## src/rtl/flit_det_pkg.sv

```systemverilog
package flit_det_pkg;

    localparam int FLIT_W = 8;
    localparam logic [FLIT_W-1:0] START_FLIT = 8'b1101_1111;
    localparam logic [FLIT_W-1:0] STOP_FLIT  = 8'b1011_1111;

    typedef enum logic {
        DET_HUNT = 1'b0,
        DET_COMM = 1'b1
    } det_state_e;

    // One sampled cycle of the line: even bit first in time.
    typedef struct packed {
        logic even_b;
        logic odd_b;
    } pair_t;

    // Match result for one flit code in both possible alignments.
    typedef struct packed {
        logic aligned;  // flit ends on the odd bit of this cycle
        logic skewed;   // flit ends on the even bit of this cycle
    } hit_t;

endpackage

```

## src/rtl/fd_history.sv

```systemverilog
module fd_history
    import flit_det_pkg::*;
#(
    parameter int HIST_W = 7
) (
    input  logic              clk,
    input  logic              rst,
    input  logic              clr,
    input  pair_t             pair,
    output logic [HIST_W-1:0] hist
);

    // Oldest bit at the MSB; each cycle shifts in even then odd.
    always_ff @(posedge clk) begin
        if (rst || clr) begin
            hist <= '0;
        end else begin
            hist <= {hist[HIST_W-3:0], pair.even_b, pair.odd_b};
        end
    end

endmodule

```

## src/rtl/fd_window_match.sv

```systemverilog
module fd_window_match
    import flit_det_pkg::*;
#(
    parameter int               PAT_W = 8,
    parameter logic [PAT_W-1:0] CODE  = START_FLIT
) (
    input  logic [PAT_W-2:0] hist,
    input  pair_t            pair,
    output hit_t             hit
);

    logic [PAT_W-1:0] win_aligned;
    logic [PAT_W-1:0] win_skewed;

    always_comb begin
        win_aligned = {hist[PAT_W-3:0], pair.even_b, pair.odd_b};
        win_skewed  = {hist, pair.even_b};
        hit.aligned = (win_aligned == CODE);
        hit.skewed  = (win_skewed == CODE);
    end

endmodule

```

## src/rtl/fd_ctrl.sv

```systemverilog
module fd_ctrl
    import flit_det_pkg::*;
(
    input  logic clk,
    input  logic rst,
    input  logic en,
    input  hit_t start_hit,
    input  hit_t stop_hit,
    output logic comm_active,
    output logic shift,
    output logic start_pulse,
    output logic stop_pulse
);

    det_state_e state;
    logic       stop_seen;

    always_comb begin
        stop_seen = shift ? stop_hit.skewed : stop_hit.aligned;
    end

    always_ff @(posedge clk) begin
        if (rst || !en) begin
            state       <= DET_HUNT;
            shift       <= 1'b0;
            start_pulse <= 1'b0;
            stop_pulse  <= 1'b0;
        end else begin
            start_pulse <= 1'b0;
            stop_pulse  <= 1'b0;
            case (state)
                DET_HUNT: begin
                    if (start_hit.aligned || start_hit.skewed) begin
                        state       <= DET_COMM;
                        shift       <= start_hit.skewed;
                        start_pulse <= 1'b1;
                    end
                end
                DET_COMM: begin
                    if (stop_seen) begin
                        state      <= DET_HUNT;
                        shift      <= 1'b0;
                        stop_pulse <= 1'b1;
                    end
                end
                default: state <= DET_HUNT;
            endcase
        end
    end

    assign comm_active = (state == DET_COMM);

endmodule

```

## src/rtl/flit_seq_detect.sv

```systemverilog
module flit_seq_detect
    import flit_det_pkg::*;
#(
    parameter int               PAT_W      = FLIT_W,
    parameter logic [PAT_W-1:0] START_CODE = START_FLIT,
    parameter logic [PAT_W-1:0] STOP_CODE  = STOP_FLIT
) (
    input  logic clk,
    input  logic rst,
    input  logic en,
    input  logic even_bit,
    input  logic odd_bit,
    output logic comm_active,
    output logic shift,
    output logic start_pulse,
    output logic stop_pulse
);

    localparam int HIST_W = PAT_W - 1;
    localparam int N_CODE = 2;

    pair_t             pair;
    logic [HIST_W-1:0] hist;
    hit_t              hits [N_CODE];

    assign pair = '{even_b: even_bit, odd_b: odd_bit};

    fd_history #(.HIST_W(HIST_W)) u_hist (
        .clk  (clk),
        .rst  (rst),
        .clr  (!en),
        .pair (pair),
        .hist (hist)
    );

    // Index 0 hunts the opening flit, index 1 the closing flit.
    for (genvar g = 0; g < N_CODE; g++) begin : g_match
        localparam logic [PAT_W-1:0] CODE_G = (g == 0) ? START_CODE : STOP_CODE;
        fd_window_match #(.PAT_W(PAT_W), .CODE(CODE_G)) u_match (
            .hist (hist),
            .pair (pair),
            .hit  (hits[g])
        );
    end

    fd_ctrl u_ctrl (
        .clk         (clk),
        .rst         (rst),
        .en          (en),
        .start_hit   (hits[0]),
        .stop_hit    (hits[1]),
        .comm_active (comm_active),
        .shift       (shift),
        .start_pulse (start_pulse),
        .stop_pulse  (stop_pulse)
    );

endmodule

```

## config.mk

```make
export PLATFORM = sky130hd
export DESIGN_NAME = flit_seq_detect
export DESIGN_NICKNAME = d
export VERILOG_FILES = /design/src/rtl/flit_det_pkg.sv /design/src/rtl/fd_history.sv /design/src/rtl/fd_window_match.sv /design/src/rtl/fd_ctrl.sv /design/src/rtl/flit_seq_detect.sv
export SDC_FILE = /design/constraint.sdc
export NUM_CORES = 1
export LEC_CHECK = 0
export BUFFER_PORTS_ARGS = -buffer_cell sky130_fd_sc_hd__buf_2
export CAP_MARGIN = 20
export CORE_AREA = 2 2 39 41
export CTS_CLUSTER_SIZE = 25
export DETAILED_ROUTE_END_ITERATION = 10
export DIE_AREA = 0 0 41 43
export PLACE_DENSITY = 0.52
export SYNTH_ARGS = -nofsm -noshare
export SYNTH_HDL_FRONTEND = slang
export SYNTH_SLANG_ARGS = --single-unit
```

## constraint.sdc

```tcl
create_clock -name clk -period 2.75 [get_ports clk]
set_input_delay 0.1375 -clock clk [delete_from_list [all_inputs] [get_ports clk]]
set_output_delay 0.1375 -clock clk [all_outputs]
set_load 0.01 [all_outputs]
```

# [Yosys cells after proc, flatten, opt, wreduce, memory -nomap -nowiden]
# Index checks and enable logic that the tools add are counted.
[op_classes] n_eq_ne=6 muxes=8 bitwise=1 n_reduce_logical=6
[op_table] operator="$eq A8 B8 Y1 const B" count=4
[op_table] operator="$mux W1" count=6
[op_table] operator="$pmux W1 S2" count=2
[op_table] operator="$reduce_or A2 Y1" count=2
[op_table] operator="$logic_or A1 B1 Y1" count=2
[op_table] operator="$ne A2 B1 Y1 const B" count=1
[op_table] operator="$ne A2 B2 Y1 const B" count=1
[op_table] operator="$reduce_and A2 Y1" count=1
[op_table] operator="$logic_not A1 Y1" count=1
[op_table] operator="$not A1 Y1" count=1
[totals] register_bits=11 elab_cells=26

# [Longest topological paths before layout]
# Gate-level depths: netlist of the first run.
[depth] depth_word=4 mapped_depth=4 mapped_depth_nobuf=4

# [By module]
# A second synthesis of the first run with hierarchy kept.
[hier_totals] hier_cells=42 hier_area_um2=449.2
[by_module_without_submodules] mod="fd_history" instances=1 cells_each=14 area_each_um2=192.7
[by_module_without_submodules] mod="fd_ctrl" instances=1 cells_each=16 area_each_um2=165.2
[by_module_without_submodules] mod="fd_window_match at g_match[1].u_match" instances=1 cells_each=5 area_each_um2=46.3
[by_module_without_submodules] mod="fd_window_match at g_match[0].u_match" instances=1 cells_each=6 area_each_um2=41.3
[by_module_without_submodules] mod="flit_seq_detect" instances=1 cells_each=1 area_each_um2=3.8

# [Worst setup path before layout of the first run]
# OpenSTA, ideal clock, no wires.
[synth_path] path_kind="reg-to-reg" start="register u_ctrl.shift" end="register u_ctrl.state, in the netlist u_ctrl.comm_active" setup_ps=116 arrival_time_ps=917 t_required_ps=2634 slack_ps=1718 stages_incl_launch_ff=4 path_buffers=0 path_cell_list="dfxtp_1 and4b_2 o211ai_2 a31o_1"
[synth_via] elab_chain_len=3
[synth_rtl] element="start: declaration" line_no="fd_ctrl.sv:10" rtl="output logic shift,"
[synth_rtl] element="start signal: assignment" line_no="fd_ctrl.sv:35" rtl="shift <= start_hit.skewed;"
[synth_rtl] element="$mux W1" line_no="fd_ctrl.sv:19" rtl="stop_seen = shift ? stop_hit.skewed : stop_hit.aligned;"
[synth_rtl] element="$mux W1" line_no="fd_ctrl.sv:40" rtl="if (stop_seen) begin"
[synth_rtl] element="$pmux W1 S2" line_no="fd_ctrl.sv:31" rtl="case (state)"
[synth_rtl] element="end signal: assignment" line_no="fd_ctrl.sv:24" rtl="state <= DET_HUNT;"
[synth_rtl] element="end signal: assignment" line_no="fd_ctrl.sv:34" rtl="state <= DET_COMM;"
[synth_rtl] element="end signal: assignment" line_no="fd_ctrl.sv:41" rtl="state <= DET_HUNT;"
[synth_rtl] element="end: declaration" line_no="fd_ctrl.sv:15" rtl="det_state_e state;"
# No other way between the ends.
# A chain may end at the register's enable or synchronous reset.

# [Final worst setup path of the first run]
[layout_path] start="register u_ctrl.state, in the netlist u_ctrl.comm_active" end="register u_ctrl.shift"
[layout_via] elab_chain_len=3
[layout_rtl] element="$not A1 Y1" line_no="fd_ctrl.sv:31"
[layout_rtl] element="$ne A2 B1 Y1 (no source line)"
[layout_rtl] element="$reduce_and A2 Y1 (no source line)"
# Parallel ways exist; a longest one is shown, timed or not.

==> results_dict.tcl, run 1 <==
set metrics [dict create \
    hp-class "in -> reg" \
    powerDensity_mw_per_mm2 566.3 \
    ctsLongestPathBuffers 2 \
    syn_area_sq_um 405.4 \
    whs_ns 0.1029 \
    hold_viol 0 \
    crit_chain "nor2b_1 > nand4b_1 > o211ai_1 > o22ai_2" \
    syn2layout_area_growth_pct 20.37 \
    dp_hpwl_um 505.6 \
    final_area_sq_um 488.0 \
    synth_cells 37 \
    row_count 14 \
    worst-setup-path-type "reg -> reg" \
    io_buffers 8 \
    dpl.cell_count 60 \
    yosysSeqAreaShare_pct 54.32 \
    cts_resized 0 \
    skew_ns 0.0008729 \
    clk_latency_ns 0.26 \
    core_area_sq_mm 0.001384 \
    dieArea_sq_mm 0.001763 \
    h-tree-depth 1 \
    cp.arrival_ns 1.25 \
    initialDrtViolationCount 5 \
    start_util_pct 29.29 \
    ys_types 17 \
    post-route-period-util_pct 39.90 \
    clk_pin_slew_ns 0.06 \
    yosys_warnings 0 \
    wl_per_cell_um 10.98 \
    post-cts-setup-buffers 0 \
    endpoint_kind "flip-flop" \
    cp_top_family "flip-flops" \
    dpl-instance-area_sq_um 461.7 \
    final_nets 54 \
    critPathRequiredTime_ns 2.90 \
    cts_sinks 11 \
    viasPerCell 4.609 \
    grt_overflow 0 \
    outcome "finished clean" \
    clockRootBuffer "clkbuf_4" \
    rsz0062_at_grt "no" \
    stdcell_count 64 \
    async_flop_share_pct 0 \
    grtUsageTotal_pct 9.879 \
    postCtsHoldBufs 0 \
    tns_ns 0 \
    grt_pass1_vias 257 \
    relSlewSlack_pct 59.25 \
    period_needed_ns 1.097 \
    routed_wl_um 703 \
    grt_pass1_wl_um 1110 \
    finalSetupViolations 0 \
    syn-num-nets 42 \
    p_leak_nw 0.2021 \
    max_freq_mhz 911.4 \
    grt_max_degree 12 \
    vias 295 \
    final_max_slew_viol_count 0 \
    drtAntennaViolNets 0 \
    cap_violations 0 \
    synth_edf_count 0 \
    drc 0 \
    synthFlopType "dfxtp_1" \
    tightest_slew_ns 0.6100 \
    cp-start-kind "flip-flop" \
    layout-drive-gt1-share_pct 31.25 \
    ys_seq_elements 11 \
    die_h_um 43 \
    slowest_delay_ns 0.35 \
    avgSynthCellArea_sq_um 10.96 \
    cts_tree "done" \
    ioPinCount 9 \
    cts_buffers 3 \
    dr.pass1.iters 2 \
    slowest_stage "dfxtp_1" \
    gp_congestion 0.6835 \
    p_total_mw 0.2763 \
    die_w_um 41 \
    timing.critical_path.buf_inv 0 \
    max-vdd-ir-drop_mv 0.2565 \
    path_max_fanout 5 \
    n_antenna_cell 0 \
    antenna_found_initial 0 \
]
==> sequential cells by signal, indices dropped and copies added, names as in the netlist <==
name,count
u_ctrl.start_pulse,1
u_hist.hist,7
u_ctrl.shift,1
u_ctrl.stop_pulse,1
u_ctrl.comm_active,1
==> power breakdown <==
| part | switching (mW) | internal, mW |
|---|---|---|
| Combinational | 0.00372 | 0.00352 |
| Clock | 0.0506 | 0.0562 |
| Sequential | 0.00125 | 0.161 |
| Total | 0.0555 | 0.221 |
==> path summary, 6_finish.rpt <==
path	start	end	slack, ns	cells after the start
setup / recovery	u_ctrl.comm_active$_SDFF_PP0_	u_ctrl.shift$_SDFFE_PP0P_	1.65	4
hold / removal	even_bit	u_hist.hist[1]$_SDFF_PP0_	0.10	2
setup reg to reg	u_ctrl.comm_active$_SDFF_PP0_	u_ctrl.shift$_SDFFE_PP0P_	1.65	4
hold reg to reg	u_ctrl.comm_active$_SDFF_PP0_	u_ctrl.stop_pulse$_SDFF_PP0_	0.48	2
==> cell usage after synthesis (2+ instances only) <==
cell | n | area share (%)
and2_1 | 7 | 11
dfxtp_1 | 11 | 54
nand2_1 | 2 | 1.9
nand4b_1 | 2 | 4.3
nor2_1 | 2 | 1.9
nor2b_1 | 2 | 3.1
==> per-layer routing <==
layer	wire, um	track usage, %
met1	326	11.40
met2	323	13.13
met3	52	7.853
met4	0	4.000
met5	0	0
==> stage by stage <==
| stage | setup WS [ns] | utilization (%) |
|---|---|---|
| 6_report | 1.653 | 35.26 |
| 5_1_grt | 1.543 | 35.26 |
| 4_1_cts | 1.655 | 35.26 |
| 3_5_place_dp | 1.486 | 33.36 |
| 3_3_place_gp | 1.473 | 33.36 |
| 2_1_floorplan | 1.718 | - |
==> worst reg2reg max path, delay by kind of cell, from the launching register on <==
family | cells | cell delay, ns
flip-flops | 1 | 0.35
AND/OR/NAND/NOR | 2 | 0.33
AO/OA/AOI/OAI | 2 | 0.30
==> placed cells by master, fill, tap and decap left out, drive strengths merged <==
cell type  synthesis  routed
inv                1       1
and2               7       7
nand4b             2       2
nand2              2       2
dfxtp             11      11
nor2b              2       2
nand4              1       1
a31o               1       1
and4b              1       1
o22ai              1       1
a21oi              1       1
and4               1       1
clkbuf             1       4
nor2               2       2
and4bb             1       1
o211ai             2       2
buf                0       8
==> area by class of cell <==
cell class / instances / area, sq um
inverter: 1 / 3.754
clock buffer: 4 / 26.28
tap: 16 / 20.02
timing repair buffer: 8 / 40.04
sequential: 11 / 220.2
multi-input combinational: 24 / 177.7
fill: 160 / 895.9
==> logic make-up after synthesis <==
family / Yosys count / synth area share [%]
and+or+nand+nor: 19 / 31.48
DFF: 11 / 54.32
AOI/OAI and AO/OA: 5 / 12.35
buffers and inverters: 2 / 1.850
Power figures use the tool's default switching activity.
==> run 2: changes to the inputs <==
==> constraint.sdc (replaced) <==
create_clock -name clk -period 1.09 [get_ports clk]
set_input_delay 0.0545 -clock clk [delete_from_list [all_inputs] [get_ports clk]]
set_output_delay 0.0545 -clock clk [all_outputs]
set_load 0.01 [all_outputs]
==> results_dict.tcl, run 2 (synthesized netlist as in run 1, its figures left out) <==
set metrics [dict create \
    initialDrtViolationCount 2 \
    clockRootBuffer "clkbuf_4" \
    layout-drive-gt1-share_pct 44.23 \
    die_w_um 41 \
    hold_viol 0 \
    syn2layout_area_growth_pct 30.56 \
    outcome "finished clean" \
    endpoint_kind "flip-flop" \
    hp-class "in -> reg" \
    grt_max_degree 11 \
    post-route-period-util_pct 97.43 \
    reg2reg_slack_ns 0.03 \
    wl_per_cell_um 11.53 \
    largest-register "u_hist.hist" \
    rsz0062_at_grt "yes" \
    cp-start-kind "flip-flop" \
    core_area_sq_mm 0.001384 \
    p_leak_nw 0.2229 \
    timing.critical_path.buf_inv 0 \
    clk_pin_slew_ns 0.07 \
    dpl-instance-area_sq_um 476.7 \
    relSlewSlack_pct 86.35 \
    hold_depth 2 \
    stdcell_count 68 \
    r2r_start "u_hist.hist[4]$_SDFF_PP0_" \
    grt_overflow 0 \
    viasPerCell 4.779 \
    path_max_fanout 5 \
    clk_latency_ns 0.27 \
    max_freq_mhz 941.6 \
    critPathRequiredTime_ns 1.24 \
    cts_sinks 11 \
    final_area_sq_um 529.3 \
    io_buffers 8 \
    finalSetupViolations 0 \
    crit_chain "and4bb_1 > o211ai_2 > nor2_1 > o22ai_2" \
    hp-start "even_bit" \
    postCtsHoldBufs 0 \
    p_total_mw 0.7096 \
    cp.arrival_ns 1.21 \
    row_count 14 \
    cp.depth 4 \
    die_h_um 43 \
    vias 325 \
    fin_util_pct 38.25 \
    slowest_stage "dfxtp_2" \
    dr.pass1.iters 2 \
    drtAntennaViolNets 0 \
    worst-setup-path-type "reg -> reg" \
    dpl.cell_count 62 \
    tightest_slew_ns 0.2039 \
    ioPinCount 9 \
    grtUsageTotal_pct 11.69 \
    dp_hpwl_um 529.1 \
    whs_endpoint "u_hist.hist[1]$_SDFF_PP0_" \
    grt_pass1_wl_um 1311 \
    final_cell_mix "buf_2 (8), dfxtp_1 (8), and2_1 (7)" \
    antenna_found_initial 0 \
    powerDensity_mw_per_mm2 1341 \
    largest_reg_flops 7 \
    slowest_delay_ns 0.33 \
    final_max_slew_viol_count 0 \
    dpl_worst_slack_ns 0.02534 \
    max-vdd-ir-drop_mv 0.7749 \
    routed_wl_um 784 \
    h-tree-depth 1 \
    dieArea_sq_mm 0.001763 \
    gp_congestion 0.6365 \
    grt_pass1_vias 328 \
    ctsLongestPathBuffers 2 \
    n_antenna_cell 0 \
    num-fill-cells 141 \
    cp_top_family "simple AND/OR/NAND/NOR gates" \
    period_needed_ns 1.062 \
    cts_tree "done" \
    cap_violations 0 \
    fin_ws_ns 0.02801 \
    seqCellArea_sq_um 224.0 \
    final_nets 58 \
    drc 0 \
    r2r_end "u_ctrl.shift$_SDFFE_PP0P_" \
    start_util_pct 29.29 \
    reg2reg_depth 4 \
    multiInputGateArea_sq_um 185.2 \
    cts_buffers 3 \
    skew_ns 0.006544 \
]
## run 2: changes by cell type in the layout (fill, tap and decap cells not counted)
cell,delta
buf_4,+4
nor2b_4,+1
nor2b_1,-1
dfxtp_1,-3
dfxtp_2,+3
## run 2: timing repair
action                     in CTS  in global routing
setup endpoints to repair       1                  2
resized for setup               3                  2
pin swaps                       5                  5
setup buffers                   2                  0
hold endpoints to repair        0                  0
## run 2: area by class of cell
type	count	area share, %
Tap cell	16	3.783
Clock buffer	4	4.965
Inverter	1	0.7092
Sequential cell	11	42.32
Timing Repair Buffer	12	13.24
Multi-Input combinational cell	24	34.99
## run 2: per-stage QoR
step | setup TNS, ns | hold slack [ns]
after floorplan | 0 | 0.1762
after global placement | 0 | 0.2849
after detailed placement | 0 | 0.2872
after CTS | 0 | 0.01188
after global routing | -0.01257 | 0.02164
final | 0 | 0.01909
## run 2: where the power goes
group / internal [mW] / switching [mW]
Clock: 0.142 / 0.138
Combinational: 0.0114 / 0.00939
Sequential: 0.406 / 0.00304
Total: 0.559 / 0.150
## run 2: per-layer routing
layer	vias to the layer above	wire, um	GRT usage (%)	part of all wire (%)
met5	-	0	0	0
met4	0	0	4.000	0
met3	0	43	7.853	5.5
met1	155	323	12.05	41
li1	161	-	-	-
met2	9	416	18.13	53
## run 2: worst max path at each step
stage,startpoint,end,slack [ns]
2_1_floorplan,u_ctrl.shift$_SDFFE_PP0P_,u_ctrl.comm_active$_SDFF_PP0_,0.06
3_3_place_gp,u_hist.hist[4]$_SDFF_PP0_,u_ctrl.comm_active$_SDFF_PP0_,0.02
3_5_place_dp,u_hist.hist[5]$_SDFF_PP0_,u_ctrl.shift$_SDFFE_PP0P_,0.03
4_1_cts,u_ctrl.shift$_SDFFE_PP0P_,u_ctrl.shift$_SDFFE_PP0P_,0.002
5_1_grt,u_hist.hist[4]$_SDFF_PP0_,u_ctrl.shift$_SDFFE_PP0P_,-0.01
6_report,u_hist.hist[4]$_SDFF_PP0_,u_ctrl.shift$_SDFFE_PP0P_,0.03
